==> config.mk <==
export PLATFORM = sky130hd
export DESIGN_NAME = i2c_irq_vector
export DESIGN_NICKNAME = d
export VERILOG_FILES = /design/src/rtl/i2c_irq_vector.sv
export SDC_FILE = /design/constraint.sdc
export NUM_CORES = 1
export LEC_CHECK = 0
export CORE_MARGIN = 5
export CORE_UTILIZATION = 35
export DETAILED_ROUTE_END_ITERATION = 10
export DONT_BUFFER_PORTS = 1
export GPL_TIMING_DRIVEN = 0
export SLEW_MARGIN = 20
export SYNTH_ARGS = -nofsm -noshare
export SYNTH_HDL_FRONTEND = slang
export SYNTH_SLANG_ARGS = --single-unit
==> constraint.sdc <==
create_clock -name clk -period 1.6 [get_ports clk]
set_input_delay 0.16 -clock clk [delete_from_list [all_inputs] [get_ports clk]]
set_output_delay 0.16 -clock clk [all_outputs]
set_load 0.1 [all_outputs]
==> src/rtl/i2c_irq_vector.sv <==
module i2c_irq_vector #(
  parameter int ADDR_W = 8,
  parameter int DATA_W = 16,
  parameter logic [ADDR_W-1:0] MASK_OFS = 8'h04,
  parameter logic [ADDR_W-1:0] STAT_OFS = 8'h08,
  parameter logic [ADDR_W-1:0] VEC_OFS  = 8'h28
) (
  input  logic              clk,
  input  logic              rst_n,
  input  logic [ADDR_W-1:0] reg_addr,
  input  logic              reg_rd,
  input  logic              reg_wr,
  input  logic [DATA_W-1:0] reg_wdata,
  output logic [DATA_W-1:0] reg_rdata,
  input  logic              ev_arb_lost,
  input  logic              ev_nack,
  input  logic              ev_acc_rdy,
  input  logic              ev_rx_rdy,
  input  logic              ev_tx_rdy,
  input  logic              ev_stop,
  input  logic              ev_addr_slave,
  input  logic              bus_busy,
  input  logic              rx_shift_full,
  output logic              irq
);
  localparam int NEV    = 7;
  localparam int CODE_W = $clog2(NEV + 1);

  logic [NEV-1:0]    ev, pend, mask, act, sel, clr;
  logic [CODE_W-1:0] code;
  logic [DATA_W-1:0] status;
  logic              vec_rd, stat_wr;

  assign ev      = {ev_addr_slave, ev_stop, ev_tx_rdy, ev_rx_rdy, ev_acc_rdy, ev_nack, ev_arb_lost};
  assign act     = pend & mask;
  assign irq     = |act;
  assign vec_rd  = reg_rd && reg_addr == VEC_OFS;
  assign stat_wr = reg_wr && reg_addr == STAT_OFS;

  always_comb begin
    code = '0;
    sel  = '0;
    for (int i = NEV - 1; i >= 0; i--) begin
      if (act[i]) begin
        code = CODE_W'(i + 1);
        sel  = NEV'(1) << i;
      end
    end
  end

  always_comb begin
    clr = vec_rd ? sel : '0;
    if (stat_wr) begin
      clr[2] = clr[2] | reg_wdata[2];
      clr[5] = clr[5] | reg_wdata[5];
    end
  end

  always_ff @(posedge clk) begin
    if (!rst_n) begin
      pend <= '0;
      mask <= '0;
    end else begin
      pend <= (pend & ~clr) | ev;
      if (reg_wr && reg_addr == MASK_OFS) mask <= reg_wdata[NEV-1:0];
    end
  end

  always_comb begin
    status     = '0;
    status[0]  = pend[0];
    status[1]  = pend[1];
    status[2]  = pend[2];
    status[5]  = pend[5];
    status[11] = rx_shift_full;
    status[12] = bus_busy;
  end

  always_comb begin
    case (reg_addr)
      MASK_OFS: reg_rdata = DATA_W'(mask);
      STAT_OFS: reg_rdata = status;
      VEC_OFS:  reg_rdata = DATA_W'(code);
      default:  reg_rdata = '0;
    endcase
  end

  AST_RESET_CLEAN: assert property (@(posedge clk) !rst_n |=> (pend == '0 && !irq));
  AST_EVENT_STICKS: assert property (@(posedge clk) disable iff (!rst_n)
    (ev != '0) |=> ((pend & $past(ev)) == $past(ev)));
  AST_IRQ_VEC: assert property (@(posedge clk) disable iff (!rst_n) irq == (code != '0));
  AST_ONE_WINNER: assert property (@(posedge clk) disable iff (!rst_n) $onehot0(sel));
  AST_VEC_RETIRES: assert property (@(posedge clk) disable iff (!rst_n)
    (vec_rd && sel != '0 && (sel & ev) == '0) |=> ((pend & $past(sel)) == '0));
  AST_W0_KEEPS: assert property (@(posedge clk) disable iff (!rst_n)
    (stat_wr && !reg_wdata[2] && pend[2] && !vec_rd) |=> pend[2]);
endmodule

; ---- Word level (Yosys, flattened, before mapping)
; Cells that the tools add are included.
[totals]
romBits = 0
elab_cells = 33
mem_count = 0
ram_bits = 0
out_inout_bits = 17
input_bits = 37
latch_bits = 0
register_bits = 14
[classes]
add_sub_neg = 0
n_div = 0
eq_ne = 3
reduce_logical = 4
multipliers = 0
bitwise = 6
n_mux = 18
n_lt_le_gt_ge = 0
shifts = 0
[ops]
columns = operator, count
row1 = $mux 7, 8
row2 = $pmux 13 s3, 1
row3 = $mux 3, 7
row4 = $and 7x7->7, 2
row5 = $eq 8x3->1 const B, 1
row6 = $eq 8x4->1 const B, 1
row7 = $eq 8x6->1 const B, 1
row8 = $not 7->7, 1
row9 = $or 7x7->7, 1
row10 = $reduce_or 7->1, 1
row11 = $logic_and 1x1->1, 3
row12 = $mux 1, 2
row13 = $or 1x1->1, 2

; ---- Depth between registers and ports, before layout
[logic_depth]
word_depth = 14
ltp_mapped = 6
ltp_nobuf = 4

; ---- Least setup slack after synthesis
; No wires, ideal clock.
[synth_path]
path_type = input-to-output
startpoint = in reg_addr[4]
endpoint = out reg_rdata[0]
required_ps = 1440
cell_stages = 3
slack_ps = -1840
n_path_buf = 0
arrival_time_ps = 3280
cell_sequence = or4b_1 -> or2_4 -> o31ai_1
[synth_via]
elab_chain_len = 2
elab_cells_between_ends = 4
[synth_lines]
columns = item, line
row1 = start: declaration, 10  ; input logic [ADDR_W-1:0] reg_addr,
row2 = "$eq 8x6->1, or another cell as far along", 80  ; case (reg_addr)
row3 = $pmux 13 s3 *, 80
row4 = end: declaration, 14  ; output logic [DATA_W-1:0] reg_rdata,
; Mark *: on every way between the ends. The rest lies on a longest branch, timed or not.

; ---- Worst setup path in the final report
[layout_path]
startpoint = reg mask[5]
endpoint = out reg_rdata[0]
[layout_via]
elab_chain_len = 8
[layout_lines]
columns = item, line
row1 = start: declaration, 29  ; logic [NEV-1:0] ev, pend, mask, act, sel, clr;
row2 = start signal: assignment, 65  ; if (reg_wr && reg_addr == MASK_OFS) mask <= reg_wdata[NEV-1:0];
row3 = $and 7x7->7, 35  ; assign act = pend & mask;
row4 = $mux 3 (6 in a row), 44  ; if (act[i]) begin
row5 = $pmux 13 s3, 80
; Every way passes these cells.

==> impl_metrics.csv <==
group,metric,value,unit
status,outcome,"complete, but fails checks",
status,violations,"setup timing",
clocking,cts_root_buf,"clkbuf_4",
flow_run,cap_violations,0,
logic_synthesis,syn_inst,109,
timing,setup_ws,-0.4158,ns
drt,routedWlPerCell,15.10,um
critical_path,r2r_cells,4,
logic_synthesis,async_flop_share,0,
timing,period_share,1.260,
logic_synthesis,synth.distinct_cells,35,
critical_path,reg2reg_slack,0.09,ns
critical_path,rr_endpoint,"pend[6]$_SDFF_PN0_",
layout,syn_to_final_growth,39.83,%
critical_path,worstPathMaxFanout,3,
logic_synthesis,synth_largest_area_cell,"dfxtp_1",
timing,finalHoldViolations,0,
logic_synthesis,synth_ff_type,"dfxtp_1",
power,power.leakage,0.4774,nW
logic_synthesis,yosysWarningCount,0,
timing,slew_headroom,0.2962,
placed_design,pre_cts_slack,-0.4253,ns
drt,drt_wl_total,2447,um
drt,drt_iter0_drc,13,
power,p_per_area,632.7,nW/um^2
die,dieArea,3616,sq um
drt,vias_per_cell,5.519,
grt,track_usage,0.1343,
clocking,clk_transition_reported_paths,0.08,ns
die,die_h,60.13,um
clocking,numCtsBuffers,3,
power,switching_share,0.3038,
timing,maxSlewViolCount,0,
grt,grt_max_degree,11,
timing,period_minus_slack,2.016,ns
logic_synthesis,ys_ff_latch,14,
logic_synthesis,synth_edf_count,0,
timing,rsz0062_at_grt,"true",
grt,grt_pass1_vias,832,
clocking,clock_sinks,14,
drt,drtPass1Iterations,4,
critical_path,required,1.44,ns
critical_path,cp-endpoint,"reg_rdata[0]",
die,die_width,60.13,um
layout,design_area,1230,sq um
layout,drive_gt1_frac,0.4167,
critical_path,critical_path.max_stage_delay,0.90,ns
logic_synthesis,synth_commonest_cells,"dfxtp_1 (14), nand2_1 (12), a21oi_1 (8), nand3_1 (8), buf_4 (7)",
power,ir_drop,0.3694,mV
critical_path,critPathCaptureType,"primary output",
die,initial_core_util,0.3616,
grt,grt-ovfl-total,0,
die,core-area,2432,sq um
logic_synthesis,syn_area_per_cell,8.070,sq um
placed_design,place_hpwl,1837,um
die,pin_count,54,
placed_design,place_area,987.2,sq um
die,rows,18,
critical_path,slowest_stage,"o31ai_4",
critical_path,worstPathCellList,"nand2_2 -> a32o_2 -> a221oi_2 -> o31ai_4",
logic_synthesis,syn_area,879.6,sq um
worst_hold_path,hold_path.class,"input port to register",
grt,grt_pass1_wl,3636,um
power,p_clk_frac,0.328,
critical_path,r2r-start,"pend[2]$_SDFF_PN0_",
grt,antenna_found_initial,0,
logic_synthesis,synthTopCellsByArea,"dfxtp_1 (32%), buf_4 (6.0%), nand2_1 (5.1%)",
logic_synthesis,synthDominantCellAreaShare,0.3186,
placed_design,globalplace.congestion,0.8406,
timing,worst_slew_pin_slew,1.059,ns
timing,fin_worst_skew,0.0007621,ns
power,combPwrFrac,0.193,
clocking,cts_max_path_buffers,2,
clocking,cts_tree,"built",
power,internal_power,541.8,uW
drt,antenna_left,0,
power,p_sw,236.4,uW
critical_path,arrival,1.86,ns
clocking,clk_latency,0.28,ns
timing,finalSetupViolCount,10,
layout,antenna_cells,0,
logic_synthesis,ys_seq_area_frac,0.3186,
critical_path,startpoint,"mask[5]$_SDFFE_PN0P_",
clocking,h-tree-depth,1,
timing,fmax,496.1,MHz
power,power,778.2,uW
placed_design,place.port_buffers,0,
critical_path,start_kind,"register",
power,p_seq_frac,0.480,
critical_path,crit_type,"register to primary output",
logic_synthesis,yosysMostFrequentCell,"dfxtp_1",
layout,finalNetCount,170,
drt,drcViolationCount,0,
drt,num_vias,894,
==> flip-flops by register name, indices dropped and copies added, names as in the netlist <==
name / flops
pend: 7
mask: 7
==> stage by stage <==
stage | cells | setup TNS (ns) | hold slack [ns] | utilization
floorplan | 115 | -0.9000 | 0.2775 | -
finish | 162 | -1.424 | 0.009129 | 0.5057
detailed placement | 145 | -2.481 | 0.2840 | 0.4059
CTS | 158 | -1.850 | 0.01094 | 0.4789
global route | 162 | -1.961 | 0.01221 | 0.5057
global placement | 145 | -2.237 | 0.2793 | 0.4059
==> cell usage in the layout (no fill, tap or decap), types with 6 or more instances in the layout <==
cell	instances
a21oi_1	7
and2_4	6
buf_4	15
conb_1	7
dfxtp_1	8
dlygate4sd3_1	6
inv_1	6
nand2_1	10
nand3_1	8
==> final cells by class <==
cell class | count | area, sq um
timing repair buffer | 14 | 120.1
buffer | 10 | 78.83
clock buffer | 4 | 36.28
fill | 235 | 1202
inverter | 6 | 22.52
sequential | 14 | 295.3
multi-input combinational | 84 | 639.4
tap | 30 | 37.54
==> logic make-up after synthesis <==
group / share of synthesized area
AO/OA/AOI/OAI: 0.2817
flip-flops: 0.3186
multiplexers: 0.01138
other: 0.004263
buffers and inverters: 0.1124
AND/OR/NAND/NOR: 0.2717
==> per-layer routing <==
metal / wire [um] / GRT usage / part of all wire
met4: 29 / 0.06646 / 0.012
met3: 211 / 0.02808 / 0.086
met5: 0 / 0 / 0
met1: 1002 / 0.1628 / 0.41
met2: 1204 / 0.2222 / 0.49
==> power groups by stage <==
stage	Combinational (mW)	Clock, mW	Sequential (mW)
floorplan	0.125	0	0.379
global placement	0.131	0	0.382
detailed placement	0.132	0	0.382
CTS	0.148	0.258	0.375
global route	0.158	0.279	0.375
finish	0.150	0.255	0.373
==> how the worst min path moves through the flow <==
| stage | startpoint | cells after the start | to | slack (ns) |
|---|---|---|---|---|
| global route | reg_wdata[4] | 2 | mask[4]$_SDFFE_PN0P_ | 0.01 |
| finish | reg_wdata[6] | 2 | mask[6]$_SDFFE_PN0P_ | 0.009 |
| floorplan | rst_n | 1 | pend[5]$_SDFF_PN0_ | 0.28 |
| global placement | rst_n | 1 | pend[6]$_SDFF_PN0_ | 0.28 |
| detailed placement | rst_n | 1 | pend[1]$_SDFF_PN0_ | 0.28 |
| CTS | reg_wdata[0] | 2 | mask[0]$_SDFFE_PN0P_ | 0.01 |
==> critical path: cells and delay by family, from the launching register on <==
| family | cells | cell delay, ns |
|---|---|---|
| compound gates | 3 | 1.14 |
| flops | 1 | 0.36 |
| simple gates | 1 | 0.07 |
==> what timing repair did <==
action / in CTS / in global routing
setup endpoints to repair: 10 / 11
buffers inserted: 4 / 4
hold buffers: 6 / 0
endpoints found under the hold margin: 5 / 0
pin swaps: 4 / 4
gates resized for setup: 12 / 13
No activity file was read; power rests on OpenSTA's default activity.
